$ cat src/rtl/chan_seq_gen.sv
module chan_seq_gen #(
  parameter int NCOL = 3,
  localparam int TW  = $clog2(NCOL)
) (
  input  logic            clk,
  input  logic            rst_n,
  input  logic            cfg_tri,
  input  logic            cfg_fwd,
  input  logic [NCOL-1:0] cfg_en,
  input  logic            sync_in,
  input  logic            strobe,
  output logic [NCOL-1:0] sel,
  output logic            smp_vld,
  output logic [TW-1:0]   smp_tag,
  output logic            cfg_err
);

  logic            sync_q;
  logic            sh_tri, sh_fwd;
  logic [NCOL-1:0] sh_en;
  logic [NCOL-1:0] sel_q;

  wire sync_rise = sync_in & ~sync_q;

  function automatic logic [1:0] ones3(input logic [2:0] e);
    return 2'(e[0]) + 2'(e[1]) + 2'(e[2]);
  endfunction

  function automatic logic [2:0] first_of(input logic t, input logic f, input logic [2:0] e);
    logic [1:0] n;
    n = ones3(e);
    if (t)           return f ? 3'b001 : 3'b100;
    else if (n == 1) return e;
    else if (n == 2) return f ? (e & (~e + 3'd1)) : (e[2] ? 3'b100 : 3'b010);
    else             return 3'b001;
  endfunction

  logic [2:0] sel_nx;
  always_comb begin
    if (sh_tri)
      sel_nx = sh_fwd ? {sel_q[1:0], sel_q[2]} : {sel_q[0], sel_q[2:1]};
    else if (ones3(sh_en) == 2)
      sel_nx = sh_en & ~sel_q;
    else
      sel_nx = sel_q;
  end

  always_ff @(posedge clk or negedge rst_n) begin
    if (!rst_n) begin
      sync_q  <= 1'b1;
      sh_tri  <= 1'b1;
      sh_fwd  <= 1'b1;
      sh_en   <= 3'b001;
      sel_q   <= 3'b001;
      smp_vld <= 1'b0;
      smp_tag <= '0;
    end else begin
      sync_q  <= sync_in;
      smp_vld <= 1'b0;
      if (sync_rise) begin
        sh_tri <= cfg_tri;
        sh_fwd <= cfg_fwd;
        sh_en  <= cfg_en;
        sel_q  <= first_of(cfg_tri, cfg_fwd, cfg_en);
      end else if (strobe) begin
        smp_vld <= 1'b1;
        smp_tag <= sel_q[2] ? 2'd2 : (sel_q[1] ? 2'd1 : 2'd0);
        sel_q   <= sel_nx;
      end
    end
  end

  assign sel     = sel_q;
  assign cfg_err = ~sh_tri & ((ones3(sh_en) == 0) | (ones3(sh_en) == 3));

endmodule

$ cat config.mk
export PLATFORM = sky130hd
export DESIGN_NAME = chan_seq_gen
export DESIGN_NICKNAME = d
export VERILOG_FILES = /design/src/rtl/chan_seq_gen.sv
export SDC_FILE = /design/constraint.sdc
export NUM_CORES = 1
export LEC_CHECK = 0
export BUFFER_PORTS_ARGS = -buffer_cell sky130_fd_sc_hd__buf_2
export CAP_MARGIN = 30
export CORE_ASPECT_RATIO = 1.2
export CORE_MARGIN = 1
export CORE_UTILIZATION = 46
export DETAILED_ROUTE_END_ITERATION = 16
export HOLD_SLACK_MARGIN = 0.08
export PLACE_DENSITY = 0.72
export REMOVE_ABC_BUFFERS = 1
export SKIP_LAST_GASP = 1
export SLEW_MARGIN = 40
export SYNTH_ARGS = -nofsm -noshare
export SYNTH_HDL_FRONTEND = slang
export SYNTH_SLANG_ARGS = --single-unit
$ cat constraint.sdc
create_clock -name clk -period 1.8 [get_ports clk]
set_input_delay 0.09 -clock clk [delete_from_list [all_inputs] [get_ports clk]]
set_output_delay 0.09 -clock clk [all_outputs]
set_load 0.05 [all_outputs]
==> flow_summary.toml <==
[floorplan]
start_util_pct = 49.91
coreArea_um2 = 1464
dieWidth_um = 38.39
die_area_um2 = 1753
num_rows = 15
ios = 16
die_height_um = 45.66

[route]
wl_per_cell_um = 13.88
viasPerCell = 5.649
num_vias = 627
drc = 0
drtPass1Iterations = 4
drt-initial-drc-count = 14
postRouteAntennaNets = 0
drt_wl_total_um = 1541

[clock_tree]
clk_pin_slew_ns = 0.08
clock-sinks = 12
cts_made_buffers = 3
cts_tree = "yes"
insertion_delay_ns = 0.28
cts_root_buffer = "clkbuf_4"
cts_buffer_depth = 2
cts_max_level = 1

[sta]
drv_slew = 0
hold_viol_final = 0
rsz0062_at_grt = "true"
tightest_slew_ns = 0.3026
final.min_clock_period_ns = 1.880
setup_viol = 1
fmax_ghz = 0.5319
skew_ns = 0.005364
setup_tns_ns = -0.08023
holdWs_ns = 0.1171
finalCritPeriodShare_pct = 104.5
relSlewSlack_pct = 79.69
setup_ws_ns = -0.08023

[setup_path]
critPathRequiredTime_ns = 1.71
criticalPathCategory = "flip-flop to output pin"
critPathLaunchType = "flip-flop"
crit_arrival_ns = 1.79
cp-end-kind = "output pin"
crit_fanout = 2

[yosys]
synth.area.top_cells = "dfrtp_1 (24%), dfstp_2 (18%), o21ai_0 (6.8%), fa_1 (5.5%), mux2_4 (4.1%)"
yosysSeqAreaShare_pct = 41.95
synthTopCellsByCount = "o21ai_0 (10), nand2_1 (8), dfrtp_1 (7)"
yosys_most_used_dff = "dfrtp_1"
synthMostInstantiatedCell = "o21ai_0"
synth.distinct_cells = 29
yosysTopAreaCell = "dfrtp_1"
yosysWarnings = 0
syn_area_um2 = 730.7
synthArstFlopShare_pct = 100.0
synth-edff-count = 0
syn_inst = 71
syn_area_per_cell_um2 = 10.29
yosys.area.top_type_share_pct = 23.97
synth_seq_cells = 12

[layout]
drive_gt1_share_pct = 40.43
antenna_cells = 0
fin_cells = 111
nNetsFinal = 107
area_growth_pct = 26.88

[global_route]
grt_max_degree = 14
grt_pass1_vias = 637
grt_usage_pct = 22.20
antenna_found_initial = 0
grt-ovfl-total = 0
grt_pass1_wl_um = 2663

[place]
dp.cells = 103
io_buffers = 15
gp_congestion = 0.8334

[run_status]
violations = "negative setup slack"
outcome = "finished with violations"

[power]
power_density_nw_per_um2 = 1164
ir_drop_v = 0.0004787
leakage_nw = 0.4408

[flow_run]
drv_cap = 0

[min_path]
min_path_type = "input port to flip-flop"
-- sequential cells by signal, indices dropped and copies added, names as in the netlist --
register	flops
sh_fwd	1
sh_tri	1
smp_tag	2
sync_q	1
sel	3
sh_en	3
smp_vld	1
-- cells by family after synthesis --
| group | synth area share [%] |
|---|---|
| simple gates | 17.30 |
| compound gates | 19.69 |
| flops | 41.95 |
| buf+inv | 5.136 |
| mux | 8.733 |
| fa+ha+maj | 7.192 |
-- final timing paths --
path | start | to | slack, ns | depth (start not counted)
max in group asynchronous | rst_n | sh_en[0]$_DFFE_PN1P_ | 1.31 | 2
setup / recovery | sh_en[1]$_DFFE_PN0P_ | cfg_err | -0.08 | 5
setup reg to reg | sh_en[0]$_DFFE_PN1P_ | sel[1]$_DFFE_PN0P_ | 0.06 | 6
hold reg to reg | smp_tag[0]$_DFFE_PN0P_ | smp_tag[0]$_DFFE_PN0P_ | 0.50 | 1
hold / removal | cfg_tri | sh_tri$_DFFE_PN1P_ | 0.12 | 3
min in group asynchronous | rst_n | sel[1]$_DFFE_PN0P_ | 0.21 | 2
-- routing by layer --
layer	GRT usage (%)	part of all wire (%)
met5	0	0
met3	2.941	3.1
met1	25.08	42
met4	13.10	2.6
met2	38.98	52
-- final cells by class --
cell class | count | area [µm²]
Fill cell | 131 | 536.8
Sequential cell | 12 | 306.5
Multi-Input combinational cell | 51 | 406.6
Timing Repair Buffer | 21 | 133.9
Tap cell | 17 | 21.27
Inverter | 6 | 22.52
Clock buffer | 4 | 36.28
-- report_power, final --
group	total, mW	leakage (nW)	switching (mW)	internal (mW)
clock	0.219	0.0210	0.0959	0.123
sequential	0.386	0.140	0.0541	0.332
combinational	0.474	0.280	0.288	0.186
-- metrics by stage --
step / cell area, µm² / total power, mW / setup WS (ns) / util, %
3_5_place_dp: 827.0 / 0.8126 / -0.03941 / 56.50
3_3_place_gp: 827.0 / 0.8015 / 0.04394 / 56.50
4_1_cts: 909.6 / 1.055 / -0.1034 / 62.14
6_report: 927.1 / 1.079 / -0.08023 / 63.33
2_1_floorplan: 715.7 / 0.6976 / -0.1779 / -
5_1_grt: 927.1 / 1.139 / -0.1265 / 63.33
-- layout by cell type (no fill, tap or decap), drive strengths merged --
cell type,count
buf,18
o21ai,10
nand2,8
dfrtp,7
inv,6
dfstp,5
mux2,5
nor2,4
clkbuf,4
and2b,3
dlygate4sd3,3
a221oi,3
o211ai,2
fa,2
nor2b,2
or2b,1
o21a,1
o31ai,1
nand4,1
nor4bb,1
a311oi,1
and3b,1
o22ai,1
nor4b,1
a211oi,1
o2bb2ai,1
ha,1
-- timing repair --
item,CTS,global route
buffers inserted,1,0
hold buffers,3,0
resized for setup,3,4
pin swaps,1,0
endpoints found under the hold margin,14,0
setup endpoints to repair,4,4
-- worst max-delay path, stage by stage (launching register included) --
cell and delay (ns):
dfrtp_1 0.40, fa_1 0.51, inv_1 0.06, ha_4 0.26, nor2b_4 0.13, buf_6 0.16
Note: power is estimated with default switching activity, not from simulation.
